--- src/rtl/rs_pkg.sv ---
package rs_pkg;
    localparam int DATA_W = 16;
    localparam int TAG_W  = 5;
    localparam int OP_W   = 4;

    typedef logic [DATA_W-1:0] data_t;
    typedef logic [TAG_W-1:0]  tag_t;
    typedef logic [OP_W-1:0]   op_t;

    // One source operand: a value once ready, otherwise the producer tag
    typedef struct packed {
        logic  rdy;
        data_t val;
        tag_t  tag;
    } src_t;
endpackage

--- src/rtl/rs_wakeup.sv ---
module rs_wakeup
    import rs_pkg::*;
(
    input  src_t  src_i,
    input  logic  wb_valid_i,
    input  tag_t  wb_tag_i,
    input  data_t wb_data_i,
    output src_t  src_o
);
    logic match;

    always_comb begin
        match = !src_i.rdy && wb_valid_i && (wb_tag_i == src_i.tag);
        src_o = src_i;
        if (match) begin
            src_o.rdy = 1'b1;
            src_o.val = wb_data_i;
        end
    end
endmodule

--- src/rtl/rs_alloc.sv ---
module rs_alloc #(
    parameter int N     = 4,
    parameter int IDX_W = 2
) (
    input  logic [N-1:0]     busy_i,
    output logic             any_free_o,
    output logic [IDX_W-1:0] free_idx_o
);
    always_comb begin
        any_free_o = 1'b0;
        free_idx_o = '0;
        for (int i = N - 1; i >= 0; i--) begin
            if (!busy_i[i]) begin
                any_free_o = 1'b1;
                free_idx_o = IDX_W'(i);
            end
        end
    end
endmodule

--- src/rtl/rs_picker.sv ---
module rs_picker #(
    parameter int N     = 4,
    parameter int SEQ_W = 6,
    parameter int IDX_W = 2
) (
    input  logic               clk,
    input  logic               rst_n,
    input  logic [N-1:0]       req_i,
    input  logic [N*SEQ_W-1:0] seq_i,
    output logic               gnt_valid_o,
    output logic [IDX_W-1:0]   gnt_idx_o
);
    logic [SEQ_W-1:0] best_seq;
    logic             older_seen;

    always_comb begin
        gnt_valid_o = 1'b0;
        gnt_idx_o   = '0;
        best_seq    = '1;
        for (int i = 0; i < N; i++) begin
            if (req_i[i] && (!gnt_valid_o || seq_i[i*SEQ_W +: SEQ_W] < best_seq)) begin
                gnt_valid_o = 1'b1;
                gnt_idx_o   = IDX_W'(i);
                best_seq    = seq_i[i*SEQ_W +: SEQ_W];
            end
        end
    end

    // Independent scan: is any requester strictly older than the grant?
    always_comb begin
        older_seen = 1'b0;
        for (int i = 0; i < N; i++) begin
            if (req_i[i] && seq_i[i*SEQ_W +: SEQ_W] < seq_i[gnt_idx_o*SEQ_W +: SEQ_W])
                older_seen = 1'b1;
        end
    end

    assert_grant_is_requester_R8: assert property (@(posedge clk) disable iff (!rst_n)
        gnt_valid_o |-> req_i[gnt_idx_o]);

    assert_grant_is_oldest_R8: assert property (@(posedge clk) disable iff (!rst_n)
        gnt_valid_o |-> !older_seen);

    assert_grant_when_any_R8: assert property (@(posedge clk) disable iff (!rst_n)
        (req_i != '0) |-> gnt_valid_o);
endmodule

--- src/rtl/rs_station.sv ---
module rs_station
    import rs_pkg::*;
#(
    parameter int ENTRIES = 4,
    parameter int SEQ_W   = 6
) (
    input  logic             clk,
    input  logic             rst_n,
    input  logic             flush_i,
    input  logic             ins_valid_i,
    input  logic [OP_W-1:0]  ins_op_i,
    input  logic [TAG_W-1:0] ins_dst_i,
    input  logic [SEQ_W-1:0] ins_seq_i,
    input  logic             ins_a_rdy_i,
    input  logic [DATA_W-1:0] ins_a_val_i,
    input  logic [TAG_W-1:0] ins_a_tag_i,
    input  logic             ins_b_rdy_i,
    input  logic [DATA_W-1:0] ins_b_val_i,
    input  logic [TAG_W-1:0] ins_b_tag_i,
    output logic             full_o,
    input  logic             wb_valid_i,
    input  logic [TAG_W-1:0] wb_tag_i,
    input  logic [DATA_W-1:0] wb_data_i,
    output logic             disp_valid_o,
    output logic [OP_W-1:0]  disp_op_o,
    output logic [TAG_W-1:0] disp_dst_o,
    output logic [DATA_W-1:0] disp_a_o,
    output logic [DATA_W-1:0] disp_b_o
);
    localparam int IDX_W = (ENTRIES > 1) ? $clog2(ENTRIES) : 1;

    typedef struct packed {
        logic             vld;
        op_t              op;
        tag_t             dst;
        logic [SEQ_W-1:0] seq;
        src_t             a;
        src_t             b;
    } slot_t;

    typedef struct packed {
        slot_t [ENTRIES-1:0] slot;
    } state_t;

    state_t st_q, st_d;

    src_t a_now [ENTRIES];
    src_t b_now [ENTRIES];
    src_t ins_a_raw, ins_b_raw, ins_a_now, ins_b_now;

    logic [ENTRIES-1:0]       vld_q;
    logic [ENTRIES-1:0]       req;
    logic [ENTRIES*SEQ_W-1:0] seq_flat;
    logic                     gnt_valid;
    logic [IDX_W-1:0]         gnt_idx;
    logic                     any_free;
    logic [IDX_W-1:0]         free_idx;

    // Per-slot snoop of the writeback broadcast
    for (genvar g = 0; g < ENTRIES; g++) begin : g_slot
        rs_wakeup u_wake_a (
            .src_i      (st_q.slot[g].a),
            .wb_valid_i (wb_valid_i),
            .wb_tag_i   (wb_tag_i),
            .wb_data_i  (wb_data_i),
            .src_o      (a_now[g])
        );
        rs_wakeup u_wake_b (
            .src_i      (st_q.slot[g].b),
            .wb_valid_i (wb_valid_i),
            .wb_tag_i   (wb_tag_i),
            .wb_data_i  (wb_data_i),
            .src_o      (b_now[g])
        );
    end

    // Incoming operation snoops the same broadcast
    always_comb begin
        ins_a_raw.rdy = ins_a_rdy_i;
        ins_a_raw.val = ins_a_val_i;
        ins_a_raw.tag = ins_a_tag_i;
        ins_b_raw.rdy = ins_b_rdy_i;
        ins_b_raw.val = ins_b_val_i;
        ins_b_raw.tag = ins_b_tag_i;
    end

    rs_wakeup u_wake_ins_a (
        .src_i      (ins_a_raw),
        .wb_valid_i (wb_valid_i),
        .wb_tag_i   (wb_tag_i),
        .wb_data_i  (wb_data_i),
        .src_o      (ins_a_now)
    );
    rs_wakeup u_wake_ins_b (
        .src_i      (ins_b_raw),
        .wb_valid_i (wb_valid_i),
        .wb_tag_i   (wb_tag_i),
        .wb_data_i  (wb_data_i),
        .src_o      (ins_b_now)
    );

    always_comb begin
        for (int i = 0; i < ENTRIES; i++) begin
            vld_q[i] = st_q.slot[i].vld;
            req[i]   = st_q.slot[i].vld && a_now[i].rdy && b_now[i].rdy && !flush_i;
            seq_flat[i*SEQ_W +: SEQ_W] = st_q.slot[i].seq;
        end
    end

    rs_picker #(
        .N     (ENTRIES),
        .SEQ_W (SEQ_W),
        .IDX_W (IDX_W)
    ) u_picker (
        .clk         (clk),
        .rst_n       (rst_n),
        .req_i       (req),
        .seq_i       (seq_flat),
        .gnt_valid_o (gnt_valid),
        .gnt_idx_o   (gnt_idx)
    );

    rs_alloc #(
        .N     (ENTRIES),
        .IDX_W (IDX_W)
    ) u_alloc (
        .busy_i     (vld_q),
        .any_free_o (any_free),
        .free_idx_o (free_idx)
    );

    assign full_o = !any_free;

    // Dispatch outputs, with bus data forwarded through the wakeup view
    always_comb begin
        disp_valid_o = gnt_valid;
        disp_op_o    = st_q.slot[gnt_idx].op;
        disp_dst_o   = st_q.slot[gnt_idx].dst;
        disp_a_o     = a_now[gnt_idx].val;
        disp_b_o     = b_now[gnt_idx].val;
    end

    // Next-state
    always_comb begin
        st_d = st_q;
        for (int i = 0; i < ENTRIES; i++) begin
            st_d.slot[i].a = a_now[i];
            st_d.slot[i].b = b_now[i];
        end
        if (gnt_valid)
            st_d.slot[gnt_idx].vld = 1'b0;
        if (ins_valid_i && any_free && !flush_i) begin
            st_d.slot[free_idx].vld = 1'b1;
            st_d.slot[free_idx].op  = ins_op_i;
            st_d.slot[free_idx].dst = ins_dst_i;
            st_d.slot[free_idx].seq = ins_seq_i;
            st_d.slot[free_idx].a   = ins_a_now;
            st_d.slot[free_idx].b   = ins_b_now;
        end
        if (flush_i) begin
            for (int i = 0; i < ENTRIES; i++)
                st_d.slot[i].vld = 1'b0;
        end
    end

    always_ff @(posedge clk) begin
        if (!rst_n) st_q <= '0;
        else        st_q <= st_d;
    end

    assert_no_dispatch_unready_R4: assert property (@(posedge clk) disable iff (!rst_n)
        (disp_valid_o && !wb_valid_i) |->
            (st_q.slot[gnt_idx].a.rdy && st_q.slot[gnt_idx].b.rdy));

    assert_slot_freed_R6: assert property (@(posedge clk) disable iff (!rst_n)
        disp_valid_o |=> !vld_q[$past(gnt_idx)]);

    assert_full_blocks_insert_R7: assert property (@(posedge clk) disable iff (!rst_n)
        full_o |=> ((vld_q & ~$past(vld_q)) == '0));

    assert_flush_empties_R10: assert property (@(posedge clk) disable iff (!rst_n)
        flush_i |=> (vld_q == '0));

    assert_flush_no_dispatch_R10: assert property (@(posedge clk) disable iff (!rst_n)
        flush_i |-> !disp_valid_o);
endmodule

--- config.mk ---
export PLATFORM = sky130hd
export DESIGN_NAME = rs_station
export DESIGN_NICKNAME = d
export VERILOG_FILES = /design/src/rtl/rs_pkg.sv /design/src/rtl/rs_wakeup.sv /design/src/rtl/rs_alloc.sv /design/src/rtl/rs_picker.sv /design/src/rtl/rs_station.sv
export SDC_FILE = /design/constraint.sdc
export NUM_CORES = 1
export LEC_CHECK = 0
export ABC_AREA = 1
export CAP_MARGIN = 20
export CORE_ASPECT_RATIO = 1.25
export CORE_UTILIZATION = 34
export DETAILED_ROUTE_END_ITERATION = 8
export PLACE_DENSITY_LB_ADDON = 0.2
export SKIP_CTS_REPAIR_TIMING = 1
export SLEW_MARGIN = 20
export SYNTH_ARGS = -nofsm -noshare
export SYNTH_HDL_FRONTEND = slang
export SYNTH_SLANG_ARGS = --single-unit
--- constraint.sdc ---
create_clock -name clk -period 5.6 [get_ports clk]
set_clock_uncertainty 0.1 [all_clocks]
set_input_delay 0.56 -clock clk [delete_from_list [all_inputs] [get_ports clk]]
set_output_delay 0.56 -clock clk [all_outputs]
set_load 0.005 [all_outputs]
==> results list <==
* Remaining global-route overflow: 0
* Die footprint: 36500 um^2
- From synthesis to final layout, the design area changed by 27.6%.
* Vias in the first global route: between 10000 and 15000
- No sink is reached through more buffers than the 3 on the longest clock path.
- Post-layout min period: 6.15 ns
- The number of failing hold endpoints at the final stage came to 0.
* Hold slack: 0.366 ns
* Overall die height: 213 um
- The detailed router finished its first iteration with 1031 violations.
- The cell count after synthesis came out at 1795.
- Number of warning messages in the yosys log: 0
- The checks that failed: setup timing.
- Counting flops and latches in the post-synthesis netlist gives between 200 and 250.
- Worst r2r src: st_q[24]
- Total iterations of the first detailed-routing run: 5
* Number of cells on the worst hold path: 2
- STA classifies the critical path endpoint as an output port.
- H-Tree Level Count: 1
* Net count, final: 2026
- The tree is rooted in a sky130_fd_sc_hd__clkbuf_16.
* Transition time at the pin with the least slew margin: roughly 1.1 ns
* Global-route track usage on met2: 0.401
- CTS sink count: 240
* Distinct cell type count after synthesis: 34
* Cell area after synthesis: 12100 um^2
- The initial antenna violation count came to 1.
- The final count of pins violating max slew was 0.
* Per-instance average area after synthesis: 6.76 um^2
- Entering global routing, the biggest net connects 125 pins.
- TritonCTS built the clock tree.
- Design Area, Final: 15500 um^2
- Run status: finished with violations
- Number of buffers inserted by port buffering: between 100 and 150
* Die extent in x: between 150 and 200 um
- The startpoint identified for the worst hold timing path is seq_flat[0].
* Leakage dissipation: 0.00640 uW
- Number of nets with antenna violations after routing: 0
- Launch point of the worst path: st_q[24]
- DP Area: 14300 um^2
* Largest area contributor in the synthesized netlist: sky130_fd_sc_hd__dfxtp_1
- Floorplan row count: 77
- Wires add up to 42600 um.
* Total power of the final layout: 3810 uW
- The share of synthesized area in the top cell type comes to 0.396.
- Global-route total usage across every layer: 0.227
* Max stage delay cell, worst path: sky130_fd_sc_hd__dfxtp_1
- Clock slew at the register clock pins of the worst setup and hold paths: 0.06 ns
- At the worst endpoint, the required time is 4.94 ns.
* Post-detail-place hpwl: 26500 um
- Starting utilization of the core area: 0.344
- Proportion of synthesized chip area in sequential cells: 0.396
* Total via count in the routed design: 12900
- The global routing stage identified its most utilized layer as met2.
- Across the VDD grid, the largest voltage drop is 0.180 mV.
- Most frequent cell on the critical path: sky130_fd_sc_hd__nand2_2
* Critical path's largest stage delay: 0.32 ns
- Kind of path behind the tightest hold check: flop to flop
* Global Route met1 Usage: 0.284
- Share of cells above drive strength 1: 0.148
- The worst setup path is of the flop to output port kind.
- The number of cells on the worst reg-to-reg path is 36.
* Max cap viols: 0
* Crit path arrival time: around 5.5 ns
* Final routed DRC violation total: 0
- Biggest area contributors in the synthesized netlist: sky130_fd_sc_hd__dfxtp_1 40%, sky130_fd_sc_hd__o21ai_0 17%, sky130_fd_sc_hd__nand2_1 8.8%
- Setup violators final: 41
* Core Area: 35300 um^2
- The first global-routing pass estimated 65000 um of wire.
- Pre-CTS setup slack: -1.16 ns
- Antenna diodes: 0
- Once routing completed, OpenROAD measured the worst setup slack at -0.552 ns.
* Endpoint of the lowest-slack register-to-register path: st_q[59]
- Vias per cell: 5.31
- TritonCTS Buffers: 26
- Post-synth net total: ~1900
* Wire per inst: 17.6 um
- RSZ-0062 raised after global routing: true
- Power density relative to cell area: roughly 250 nW/um^2
- Dividing the final minimum period by the clock period gives 1.10.
- Slew HR: 0.292
- The setup check on the worst reg-to-reg path leaves a slack of just under 0.8 ns.
- In this run the worst path has a maximum fanout of 7.
* Worst Hold Endpoint: seq_flat[0]
- The congestion estimate from routability-driven global placement came to approximately 0.86.
- Based on the critical path, the design can be clocked at up to 163 MHz.
* Utilization after layout: 0.439
- The clock reaches the later pin of the worst-skew pair after 0.54 ns.
- GR Util met3: 0.0234
- In this run the count of I/O pins placed on the die edge is 128.
- STA classifies the critical path startpoint as a flop.
[synth_stat cells, drive strengths merged]
cell / number
o21ai: 406
nand2: 289
dfxtp: 240
a21oi: 188
nor2: 161
nand3: 142
inv: 119
clkbuf: 118
nand4: 44
buf: 25
o22ai: 18
ha: 13
a2111oi: 8
a221oi: 8
xor2: 5
a211oi: 3
nor3: 3
clkinv: 1
o2111ai: 1
o21bai: 1
or2: 1
xnor2: 1
[metal layers]
layer / vias up / part of all wire
li1: 6385 / -
met3: 64 / 0.048
met4: 2 / 0.026
met2: 398 / 0.49
met5: - / 0.00040
met1: 6008 / 0.43
[logic make-up after synthesis]
group | share of synthesized area
xor+xnor | 0.00433
buf+inv | 0.0900
flops | 0.396
fa+ha+maj | 0.0134
compound gates | 0.270
simple gates | 0.226
[sequential cells by signal (all words and copies together) (netlist names)]
signal	count
st_q	216
seq_flat	24
[per-stage QoR]
| stage | setup TNS (ns) | std cells |
|---|---|---|
| 2_1_floorplan | 0 | 1795 |
| 3_3_place_gp | -37.57 | 2355 |
| 3_5_place_dp | -46.01 | 2355 |
| 4_1_cts | -46.33 | 2402 |
| 5_1_grt | -31.36 | 2421 |
| 6_report | -18.14 | 2421 |
[worst max-delay path by stage]
stage                         to  slack, ns  cells after the start
floorplan            disp_a_o[0]       0.03                     40
global placement     disp_a_o[4]      -0.95                     38
detailed placement  disp_a_o[12]      -1.16                     37
CTS                 disp_a_o[12]      -1.17                     37
global route         disp_a_o[4]      -0.84                     40
finish              disp_a_o[14]      -0.55                     37
[power by group]
| group | leakage [uW] | internal, uW | switching [uW] |
|---|---|---|---|
| registers | 0.00195 | 1750 | 17.4 |
| clock network | 0.000379 | 915 | 730 |
| logic | 0.00407 | 163 | 237 |
[final cells by class]
| cell class | instances | area (um^2) |
|---|---|---|
| fill | 3744 | 19800 |
| multi-input combinational | 1293 | 6540 |
| sequential | 240 | 4810 |
| timing repair buffer | 247 | 2290 |
| clock buffer | 39 | 741 |
| tap | 474 | 593 |
| inverter | 120 | 463 |
| clock inverter | 8 | 51.3 |
[cells in the final DEF, fill, tap and decap left out, drive strengths merged]
cell           synthesis  routed
nand4                 44      44
o22ai                 18      18
xor2                   5       5
buf                   25     143
nor2                 161     161
clkdlybuf4s50          0      79
dfxtp                240     240
o2111ai                1       1
clkbuf               118      58
o21ai                406     406
clkinv                 1       7
nand2                289     290
nand3                142     142
inv                  119     118
a21oi                188     188
ha                    13      13
nor3                   3       3
xnor2                  1       1
a221oi                 8       8
or2                    1       1
clkinvlp               0       3
a2111oi                8       8
o21bai                 1       1
a211oi                 3       3
dlymetal6s2s           0       6
[worst max-delay path: cells and delay by family, from the launching register on]
kind                       cells  cell delay, ns
and+or+nand+nor               21            1.93
AOI/OAI and AO/OA              8            1.14
adders and majority gates      3            0.84
buffers and inverters          5            0.68
DFF                            1            0.32
Power figures use the tool's default switching activity.
